--- config.mk ---
export PLATFORM = sky130hd
export DESIGN_NAME = spi_eeprom_page_writer
export DESIGN_NICKNAME = d
export VERILOG_FILES = /design/src/rtl/spi_eep_pkg.sv /design/src/rtl/spi_eep_tick.sv /design/src/rtl/spi_eep_shifter.sv /design/src/rtl/spi_eep_argchk.sv /design/src/rtl/spi_eeprom_page_writer.sv
export SDC_FILE = /design/constraint.sdc
export NUM_CORES = 1
export LEC_CHECK = 0
export BUFFER_PORTS_ARGS = -buffer_cell sky130_fd_sc_hd__buf_2
export CORE_MARGIN = 4
export CORE_UTILIZATION = 35
export DETAILED_ROUTE_END_ITERATION = 16
export PLACE_DENSITY = 0.55
export RECOVER_POWER = 25
export SLEW_MARGIN = 20
export SYNTH_ARGS = -nofsm -noshare
export SYNTH_HDL_FRONTEND = slang
export SYNTH_SLANG_ARGS = --single-unit
--- constraint.sdc ---
create_clock -name clk -period 2.15 [get_ports clk]
set_input_delay 0.1075 -clock clk [delete_from_list [all_inputs] [get_ports clk]]
set_output_delay 0.1075 -clock clk [all_outputs]
set_load 0.01 [all_outputs]
--- src/rtl/spi_eep_pkg.sv ---
package spi_eep_pkg;

  typedef enum logic [3:0] {
    ST_IDLE,
    ST_SEL,
    ST_POLL_OP,
    ST_POLL_IN,
    ST_SB_HI,
    ST_SB_LO,
    ST_WREN,
    ST_WR_OP,
    ST_ADDR,
    ST_WREQ,
    ST_WORD,
    ST_GAP
  } seq_state_e;

  localparam logic [7:0] CMD_STATUS  = 8'h05;
  localparam logic [7:0] CMD_WR_EN   = 8'h06;
  localparam logic [7:0] CMD_WRITE   = 8'h02;
  localparam logic [7:0] CMD_HI_ADDR = 8'h08;

  function automatic logic [15:0] swap_bytes(input logic [15:0] w);
    return {w[7:0], w[15:8]};
  endfunction

endpackage

--- src/rtl/spi_eep_tick.sv ---
module spi_eep_tick #(
  parameter int DIV = 8
) (
  input  logic clk,
  input  logic rst_n,
  output logic tick_o
);
  generate
    if (DIV <= 1) begin : g_every
      assign tick_o = 1'b1;
    end else begin : g_count
      localparam int CW = $clog2(DIV);
      logic [CW-1:0] cnt_q;
      always_ff @(posedge clk or negedge rst_n) begin
        if (!rst_n) cnt_q <= '0;
        else if (cnt_q == CW'(DIV - 1)) cnt_q <= '0;
        else cnt_q <= cnt_q + 1'b1;
      end
      assign tick_o = (cnt_q == CW'(DIV - 1));
    end
  endgenerate
endmodule

--- src/rtl/spi_eep_shifter.sv ---
module spi_eep_shifter #(
  parameter int MAXB = 16,
  localparam int NW = $clog2(MAXB + 1)
) (
  input  logic            clk,
  input  logic            rst_n,
  input  logic            tick_i,
  input  logic            go_i,
  input  logic            rx_i,
  input  logic [NW-1:0]   nbits_i,
  input  logic [MAXB-1:0] data_i,
  input  logic            miso_i,
  output logic            busy_o,
  output logic            done_o,
  output logic [7:0]      rx_byte_o,
  output logic            sclk_o,
  output logic            mosi_o
);
  typedef enum logic [1:0] {PH_SET, PH_HI, PH_LO} phase_e;

  phase_e          ph_q;
  logic [MAXB-1:0] sr_q;
  logic [NW-1:0]   left_q;
  logic            rx_q, busy_q, sk_q, done_q;
  logic [7:0]      rxb_q;

  always_ff @(posedge clk or negedge rst_n) begin
    if (!rst_n) begin
      ph_q   <= PH_SET;
      sr_q   <= '0;
      left_q <= '0;
      rx_q   <= 1'b0;
      busy_q <= 1'b0;
      sk_q   <= 1'b0;
      done_q <= 1'b0;
      rxb_q  <= '0;
    end else begin
      done_q <= 1'b0;
      if (!busy_q) begin
        if (go_i) begin
          busy_q <= 1'b1;
          rx_q   <= rx_i;
          sr_q   <= data_i << (MAXB - int'(nbits_i));
          left_q <= nbits_i;
          ph_q   <= PH_SET;
          rxb_q  <= '0;
        end
      end else if (tick_i) begin
        case (ph_q)
          PH_SET: begin
            sk_q <= 1'b1;
            ph_q <= PH_HI;
          end
          PH_HI: begin
            sk_q <= 1'b0;
            ph_q <= PH_LO;
            if (rx_q) rxb_q <= {rxb_q[6:0], miso_i};
          end
          default: begin
            left_q <= left_q - 1'b1;
            if (left_q == NW'(1)) begin
              busy_q <= 1'b0;
              done_q <= 1'b1;
            end else begin
              sr_q <= sr_q << 1;
              ph_q <= PH_SET;
            end
          end
        endcase
      end
    end
  end

  assign busy_o    = busy_q;
  assign done_o    = done_q;
  assign rx_byte_o = rxb_q;
  assign sclk_o    = sk_q;
  assign mosi_o    = busy_q && !rx_q && sr_q[MAXB-1];


  mosi_steady_hi_chk: assert property (@(posedge clk) disable iff (!rst_n)
    (sclk_o && $past(sclk_o)) |-> $stable(mosi_o));


  idle_no_clock_chk: assert property (@(posedge clk) disable iff (!rst_n)
    (!busy_o && $past(!busy_o)) |-> !sclk_o);
endmodule

--- src/rtl/spi_eep_argchk.sv ---
module spi_eep_argchk #(
  parameter int DEV_WORDS = 256,
  parameter int W = 9
) (
  input  logic [W-1:0] offset_i,
  input  logic [W-1:0] count_i,
  output logic         bad_o
);
  int off_v, cnt_v;
  always_comb begin
    off_v = int'(offset_i);
    cnt_v = int'(count_i);
    bad_o = (off_v >= DEV_WORDS) || (cnt_v == 0) || (cnt_v > DEV_WORDS - off_v);
  end
endmodule

--- src/rtl/spi_eeprom_page_writer.sv ---
module spi_eeprom_page_writer
  import spi_eep_pkg::*;
#(
  parameter int CLK_DIV     = 8,
  parameter int OPCODE_BITS = 8,
  parameter int ADDR_BITS   = 8,
  parameter int PAGE_BYTES  = 16,
  parameter int DEV_WORDS   = 256,
  parameter int RETRY_MAX   = 64,
  parameter int GAP_CYCLES  = 100000,
  localparam int IW = $clog2(DEV_WORDS) + 1
) (
  input  logic          clk,
  input  logic          rst_n,
  input  logic          start_i,
  input  logic [IW-1:0] offset_i,
  input  logic [IW-1:0] count_i,
  input  logic [15:0]   wdata_i,
  input  logic          wdata_valid_i,
  output logic          wdata_ready_o,
  output logic          done_o,
  output logic          err_o,
  output logic          cs_n_o,
  output logic          sclk_o,
  output logic          mosi_o,
  input  logic          miso_i
);
  localparam int SBW = 16;
  localparam int NW  = $clog2(SBW + 1);
  localparam int RW  = $clog2(RETRY_MAX + 1);
  localparam int GW  = $clog2(GAP_CYCLES + 1);

  seq_state_e    state_q, ret_q;
  logic [IW-1:0] idx_q, left_q;
  logic [RW-1:0] retry_q;
  logic [GW-1:0] gap_q;
  logic          armed_q, cs_q, done_q, err_q;
  logic [15:0]   word_q;

  logic          tick, arg_bad;
  logic          sh_req, sh_go, sh_rx, sh_busy, sh_done;
  logic [NW-1:0] sh_nbits;
  logic [15:0]   sh_data;
  logic [7:0]    sh_rxb;
  logic [IW:0]   byte_addr, next_byte;
  logic [IW-1:0] next_idx;
  logic          page_end, hi_half;
  logic [7:0]    wr_cmd;

  spi_eep_tick #(.DIV(CLK_DIV)) u_tick (
    .clk(clk), .rst_n(rst_n), .tick_o(tick)
  );

  spi_eep_argchk #(.DEV_WORDS(DEV_WORDS), .W(IW)) u_args (
    .offset_i(offset_i), .count_i(count_i), .bad_o(arg_bad)
  );

  spi_eep_shifter #(.MAXB(SBW)) u_shift (
    .clk(clk), .rst_n(rst_n), .tick_i(tick), .go_i(sh_go), .rx_i(sh_rx),
    .nbits_i(sh_nbits), .data_i(sh_data), .miso_i(miso_i),
    .busy_o(sh_busy), .done_o(sh_done), .rx_byte_o(sh_rxb),
    .sclk_o(sclk_o), .mosi_o(mosi_o)
  );

  assign byte_addr = {idx_q, 1'b0};
  assign next_idx  = idx_q + 1'b1;
  assign next_byte = {next_idx, 1'b0};
  assign page_end  = (int'(next_byte) % PAGE_BYTES) == 0;
  assign hi_half   = (ADDR_BITS == 8) && (int'(idx_q) >= 128);
  assign wr_cmd    = hi_half ? (CMD_WRITE | CMD_HI_ADDR) : CMD_WRITE;

  // field selection for the shared shifter
  always_comb begin
    sh_req   = 1'b1;
    sh_rx    = 1'b0;
    sh_nbits = NW'(OPCODE_BITS);
    sh_data  = '0;
    case (state_q)
      ST_POLL_OP: sh_data = {8'h00, CMD_STATUS};
      ST_POLL_IN: begin sh_rx = 1'b1; sh_nbits = NW'(8); end
      ST_WREN:    sh_data = {8'h00, CMD_WR_EN};
      ST_WR_OP:   sh_data = {8'h00, wr_cmd};
      ST_ADDR:    begin sh_nbits = NW'(ADDR_BITS); sh_data = 16'(byte_addr); end
      ST_WORD:    begin sh_nbits = NW'(16); sh_data = swap_bytes(word_q); end
      default:    sh_req = 1'b0;
    endcase
    sh_go = sh_req && !armed_q;
  end

  always_ff @(posedge clk or negedge rst_n) begin
    if (!rst_n) begin
      state_q <= ST_IDLE;
      ret_q   <= ST_IDLE;
      idx_q   <= '0;
      left_q  <= '0;
      retry_q <= '0;
      gap_q   <= '0;
      armed_q <= 1'b0;
      cs_q    <= 1'b1;
      done_q  <= 1'b0;
      err_q   <= 1'b0;
      word_q  <= '0;
    end else begin
      done_q <= 1'b0;
      err_q  <= 1'b0;
      if (sh_done)    armed_q <= 1'b0;
      else if (sh_go) armed_q <= 1'b1;
      case (state_q)
        ST_IDLE: if (start_i) begin
          if (arg_bad) err_q <= 1'b1;
          else begin
            idx_q   <= offset_i;
            left_q  <= count_i;
            retry_q <= '0;
            cs_q    <= 1'b0;
            state_q <= ST_SEL;
          end
        end
        ST_SEL: if (tick) state_q <= ST_POLL_OP;
        ST_POLL_OP: if (sh_done) state_q <= ST_POLL_IN;
        ST_POLL_IN: if (sh_done) begin
          cs_q <= 1'b1;
          if (!sh_rxb[0]) begin
            ret_q   <= ST_WREN;
            state_q <= ST_SB_HI;
          end else if (retry_q == RW'(RETRY_MAX - 1)) begin
            err_q   <= 1'b1;
            state_q <= ST_IDLE;
          end else begin
            retry_q <= retry_q + 1'b1;
            ret_q   <= ST_POLL_OP;
            state_q <= ST_SB_HI;
          end
        end
        ST_SB_HI: if (tick) begin
          cs_q    <= 1'b0;
          state_q <= ST_SB_LO;
        end
        ST_SB_LO: if (tick) state_q <= ret_q;
        ST_WREN: if (sh_done) begin
          cs_q    <= 1'b1;
          ret_q   <= ST_WR_OP;
          state_q <= ST_SB_HI;
        end
        ST_WR_OP: if (sh_done) state_q <= ST_ADDR;
        ST_ADDR:  if (sh_done) state_q <= ST_WREQ;
        ST_WREQ: if (wdata_valid_i) begin
          word_q  <= wdata_i;
          state_q <= ST_WORD;
        end
        ST_WORD: if (sh_done) begin
          idx_q  <= next_idx;
          left_q <= left_q - 1'b1;
          if (left_q == IW'(1) || page_end) begin
            cs_q    <= 1'b1;
            gap_q   <= '0;
            state_q <= ST_GAP;
          end else begin
            state_q <= ST_WREQ;
          end
        end
        ST_GAP: begin
          gap_q <= gap_q + 1'b1;
          if (gap_q == GW'(GAP_CYCLES - 1)) begin
            if (left_q == '0) begin
              done_q  <= 1'b1;
              state_q <= ST_IDLE;
            end else begin
              retry_q <= '0;
              cs_q    <= 1'b0;
              state_q <= ST_SEL;
            end
          end
        end
        default: state_q <= ST_IDLE;
      endcase
    end
  end

  assign wdata_ready_o = (state_q == ST_WREQ);
  assign done_o        = done_q;
  assign err_o         = err_q;
  assign cs_n_o        = cs_q;


  bad_args_err_chk: assert property (@(posedge clk) disable iff (!rst_n)
    (start_i && state_q == ST_IDLE && arg_bad) |=> (err_o && cs_n_o));


  clock_needs_select_chk: assert property (@(posedge clk) disable iff (!rst_n)
    cs_n_o |-> !sclk_o);


  stall_freezes_link_chk: assert property (@(posedge clk) disable iff (!rst_n)
    wdata_ready_o |-> (!sclk_o && !sh_busy));


  done_single_chk: assert property (@(posedge clk) disable iff (!rst_n)
    done_o |=> !done_o);


  done_err_excl_chk: assert property (@(posedge clk) disable iff (!rst_n)
    !(done_o && err_o));


  end_deselect_chk: assert property (@(posedge clk) disable iff (!rst_n)
    (done_o || err_o) |-> cs_n_o);
endmodule

Word level (Yosys, flattened, before mapping)
Cells that the tools add are included.
Operators by class
  multiply operators: 0
  div/mod/pow operators: 0
  reductions and logical operators: 37
  $lt $le $gt $ge: 3
  shift-type cells: 1
  bitwise operators: 1
  $add $sub $neg: 8
  mux-type cells: 97
  eq/ne operators: 42
Operator list (count)
  $mux 16: 5
  $pmux 16 s5: 1
  $mux 4: 18
  $mux 9: 6
  $mux 7: 7
  $pmux 4 s12: 1
  $pmux 9 s2: 2
  $mux 1: 35
  $mux 17: 2
  $pmux 17 s2: 1
  $gt 10x32->1: 1
  $logic_not 32->1: 1
  $shl 16x32->16: 1
  $ne 2x2->1 const B: 14
  $mux 5: 5
  $pmux 7 s3: 1
  $logic_not 9->1: 2
  $ne 2x1->1 const B: 9
  $add 17x1->17 const B: 1
  $eq 17x17->1 const B: 1
  $eq 4x3->1 const B: 4
  $eq 4x4->1 const B: 4
  $reduce_and 4->1: 4
  $reduce_and 13->1: 1
  39 further kinds: 62
Word-level totals
  logic and storage cells: 209
  bits in registers: 101
  output and inout bits: 6
  bits in read-only memories: 0
  bits in latches: 0
  memories kept: 0
  bits of input ports: 39
  memory bits (writable): 0

Longest topological paths before layout
  depth in word-level cells: 6
  depth in mapped cells: 16
  gate-level depth less buffers: 14

Modules after synthesis
Synthesis repeated with hierarchy kept, for this count alone.
Second synthesis, totals
  cells, all modules: 774
  area, all modules: 6984.2 um2
By module, submodules not included
  spi_eeprom_page_writer: area an instance 4110.2 um2, sequential area each 1727.9 um2, times used 1, cells an instance 459
  spi_eep_shifter: area an instance 2392.3 um2, sequential area each 875.8 um2, times used 1, cells an instance 258
  spi_eep_argchk: area an instance 377.9 um2, sequential area each 0.0 um2, times used 1, cells an instance 51
  spi_eep_tick: area an instance 103.8 um2, sequential area each 75.1 um2, times used 1, cells an instance 6

Worst setup path before layout
Ideal clock, no wire load.
  path type: in2reg
  start point: in offset_i[0]
  end point: reg retry_q[0]
  data required time: 2.025 ns
  arrival time: 2.915 ns
  setup time: 0.125 ns
  slack: -0.890 ns
  stages on the path: 15
  path buffers: 1
  cell sequence: inv_1 -> ha_1 -> or4b_4 -> nor4_4 -> ha_1 -> inv_1 -> ha_1 -> nand3_1 -> or2_2 -> o21a_1 -> o31a_1 -> a21o_1 -> or2_1 -> buf_6 -> mux2_4
Between the ends
  cells in the longest elaborated chain, start to end: 5
  elaborated cells on any way between the ends: 7
  classes of those cells: add/sub: 1; order compare: 2; eq/ne: 1; reduce/logical: 3
RTL lines
  start: declaration: RTL line spi_eeprom_page_writer.sv:16  | input logic [IW-1:0] offset_i,
  $sub 9x9->10 or $ge 9x9->1 (tied branches): RTL line spi_eep_argchk.sv:13  | bad_o = (off_v >= DEV_WORDS) || (cnt_v == 0) || (cnt_v > DEV_WORDS - off_v);
  $gt 10x32->1 or $logic_or 1x1->1 (tied branches): RTL line spi_eep_argchk.sv:13
  $logic_or 1x1->1 (*): RTL line spi_eep_argchk.sv:13
  $ne 2x2->1 (no source line) (*)
  $reduce_and 8->1 (no source line) (*)
  end signal: assignment: RTL line spi_eeprom_page_writer.sv:130  | retry_q <= retry_q + 1'b1;
  end: declaration: RTL line spi_eeprom_page_writer.sv:35  | logic [RW-1:0] retry_q;
Mark *: on every way between the ends. The rest lies on a longest branch, timed or not.
A chain may end at the register's enable or synchronous reset.

Worst setup path after layout
  start point: in offset_i[0]
  end point: reg retry_q[4]
Same word-level chain as after synthesis.

==> results.md <==
- Crit path required time: 2.38 ns
- Clk buf depth: 2
- Reg2reg end: retry_q[4]
- Initial Utilization: 0.3572
- Wire length per cell: 15.02 um
- Failing checks: negative setup slack
- DP Area: 0.006683 mm^2
- Setup Skew: 0.009181 ns
- Cell row count: 46
- Non-Filler Instances: roughly 970
- Final core occ: 0.4635
- Initial antenna violation count: 0
- Cells after DPL: 927
- Crit path time final: 2.676 ns
- Die area: 0.01838 mm^2
- DRT iter0 DRCs: 181
- Seq/Total Area, Yosys: 0.4396
- Outcome: finished, violations left
- Post-Syn Nets: 692
- Clk sinks: 100
- PwrDens: 520.4 mW/mm^2
- Setup_tns: -13.55 ns
- MaxCap Viol Count: 0
- Die H: between 100 and 150 um
- DR pass1 iterations: 4
- Average size of a mapped cell: 9.026 um^2
- Max stage delay cell, worst path: or4b_4
- Gate count after technology mapping: 631
- R2r startpoint: gap_q[1]
- # diodes: 0
- RePlAce Congestion: 0.8370
- Post-route DRC: 0
- Layout Nets: approximately 810
- Leak pwr: 3.481 nW
- #FFs+latches synth: 100
- Dpl hpwl: 10780 um
- Final setup viols: 31
- Final ANT Viol Nets: 0
- YS warnings: 0
- Largest net degree at the start of global routing: 59
- Hold WC Path Type: in -> reg
- Mapped Area: around 0.0057 mm^2
- Core footprint: 0.01594 mm^2
- Reg2reg path depth: 8
- CP max stage delay: 0.48 ns
- Number of buffers and inverters on the critical path: 3
- Slew HR: 0.2438
- RSZ-0062 raised after global routing: true
- Synth cell count leaders: dfrtp_1, nor2_1, a21oi_1
- Remaining Overflow, GRT: 0
- Tot Pwr: 3.845 mW
- Top delay family on crit path: simple AND/OR/NAND/NOR gates
- Vias/cell: 5.228
- R2R Setup Slk: 0 ns
- Pre-CTS WS: -1.198 ns
- Share of cells above drive strength 1: 0.2653
- Post-synth EDFFs: 0
- Hold_ws: 0.009074 ns
- Crit path arrival time: 2.91 ns
- Worst-path fanout max: 7
- Hold Path Origin: miso_i
- Area leader, netlist: dfrtp_1
- Leading post-synthesis cells by cell area: dfrtp_1, nor2_1, a21oi_1, ha_1, mux2_2
- Worst VDD drop: 0.0003343 V
- Crit-path cells: buf_8 -> clkinv_4 -> ha_4 -> or4b_4 -> nor4_4 -> ha_1 -> inv_2 -> ha_4 -> nand3_4 -> or2_4 -> o21a_1 -> o31a_1 -> a21o_1 -> or2_4 -> a211o_1
- CP Capture Type: flip-flop
- Slew @ Worst Pin: roughly 1.1 ns
- Netlist cell types: 64
- Hold EP: u_shift.rx_byte_o[0]
- Startpoint types: input pin
- Final Max Slew Viols: 0
- Most frequent cell after synthesis: dfrtp_1
- IO buf count: 44
- Final wirelength: about 15000 um
- Htree depth: 3
- Clk_lat worst skew: around 0.35 ns
- Final period util: 1.245
- FMAX: 373.6 MHz
- Die Wd: ~140 um
- CTS clk-pin slew, worst paths: 0.08 ns
- Share of the synthesized area in the top cell type: 0.4350
- Synthesis-to-layout area growth: 29.75%
- CTS tree: yes
- Vias: 5050
- Post-route design area: roughly 0.0074 mm^2
- All-layer global routing usage: 0.1648
- CTS root buf: clkbuf_16
- Final hold violation count: 0
- Ys flop type: dfrtp_1
- Number of top-level design ports: 45
- FFs w/ async S/R, synth: 1.000
- Critical path type: in -> reg
- Hold depth: 3
- Number of global-route vias before repair: a little over 5000
- Setup WS post-layout: -0.5265 ns
- TritonCTS buffer count: 9
- First-pass GRT wire length: 24700 um
==> kinds of logic after synthesis <==
group	count (synthesis)	share of synthesized area
AO/OA/AOI/OAI	152	0.1661
XOR/XNOR	21	0.03229
adder cells (fa/ha/maj)	23	0.05009
buffers and inverters	56	0.04284
flip-flops	100	0.4396
multiplexers	34	0.06547
AND/OR/NAND/NOR	245	0.2036
==> registers in the layout (all words and copies together) (netlist names) <==
register / cells
armed_q: 1
cs_n_o: 1
done_o: 1
err_o: 1
gap_q: 17
idx_q: 9
left_q: 9
ret_q: 3
retry_q: 7
state_q: 4
u_shift.busy_o: 1
u_shift.done_o: 1
u_shift.left_q: 5
u_shift.ph_q: 2
u_shift.rx_byte_o: 1
u_shift.rx_q: 1
u_shift.sclk_o: 1
u_shift.sr_q: 16
u_tick.g_count.cnt_q: 3
word_q: 16
==> cells in the final DEF, fill, tap and decap left out, drive strengths merged, types with 11 or more instances in the layout <==
cell type    netlist  layout
nor2              87      87
nand3             28      28
nor3              20      20
nand2             55      55
o21ai             33      33
a21oi             58      58
mux2i             11      11
dfrtp             99      99
dlygate4sd3        0      17
ha                22      22
mux2              23      23
buf                8     115
inv               26      29
xor2              16      16
==> layer usage <==
| metal | track usage | share of wire | wire length [um] |
|---|---|---|---|
| met1 | 0.2088 | 0.46 | 6689 |
| met2 | 0.2815 | 0.50 | 7226 |
| met3 | 0.04606 | 0.033 | 478 |
| met4 | 0.03583 | 0.0081 | 117 |
| met5 | 0 | 0 | 0 |
==> area by class of cell <==
type,count,area (um^2)
Sequential cell,100,2504
Clock buffer,9,225.2
Tap cell,216,270.3
Timing Repair Buffer,133,1046
Multi-Input combinational cell,475,3141
Clock inverter,7,88.84
Fill cell,1536,8553
Inverter,26,115.1
==> worst min-delay path, cell delays in order <==
cell     delay (ns)
buf_2          0.10
nand2_1        0.05
o22ai_1        0.07
==> report_power, final <==
group	internal, mW	leakage [nW]	switching, mW
logic	0.122	1.98	0.128
clock network	0.934	0.152	0.782
registers	1.88	1.35	0
==> timing repair <==
action / 4_1_cts / 5_1_grt
buffers inserted: 3 / 3
resized for setup: 31 / 11
hold endpoints to repair: 58 / 0
hold buffers: 17 / 0
pin swaps: 14 / 10
setup endpoints to repair: 40 / 57
==> worst max-delay path by stage <==
| stage | start | endpoint | slack (ns) | cells after the start |
|---|---|---|---|---|
| floorplan | offset_i[1] | retry_q[0] | -0.84 | 15 |
| detailed placement | offset_i[1] | retry_q[4] | -1.20 | 15 |
| CTS | offset_i[1] | retry_q[0] | -0.53 | 14 |
| global route | offset_i[1] | retry_q[4] | -0.60 | 15 |
| global placement | offset_i[1] | retry_q[0] | -1.13 | 15 |
| finish | offset_i[0] | retry_q[4] | -0.53 | 15 |
Power figures use the tool's default switching activity.
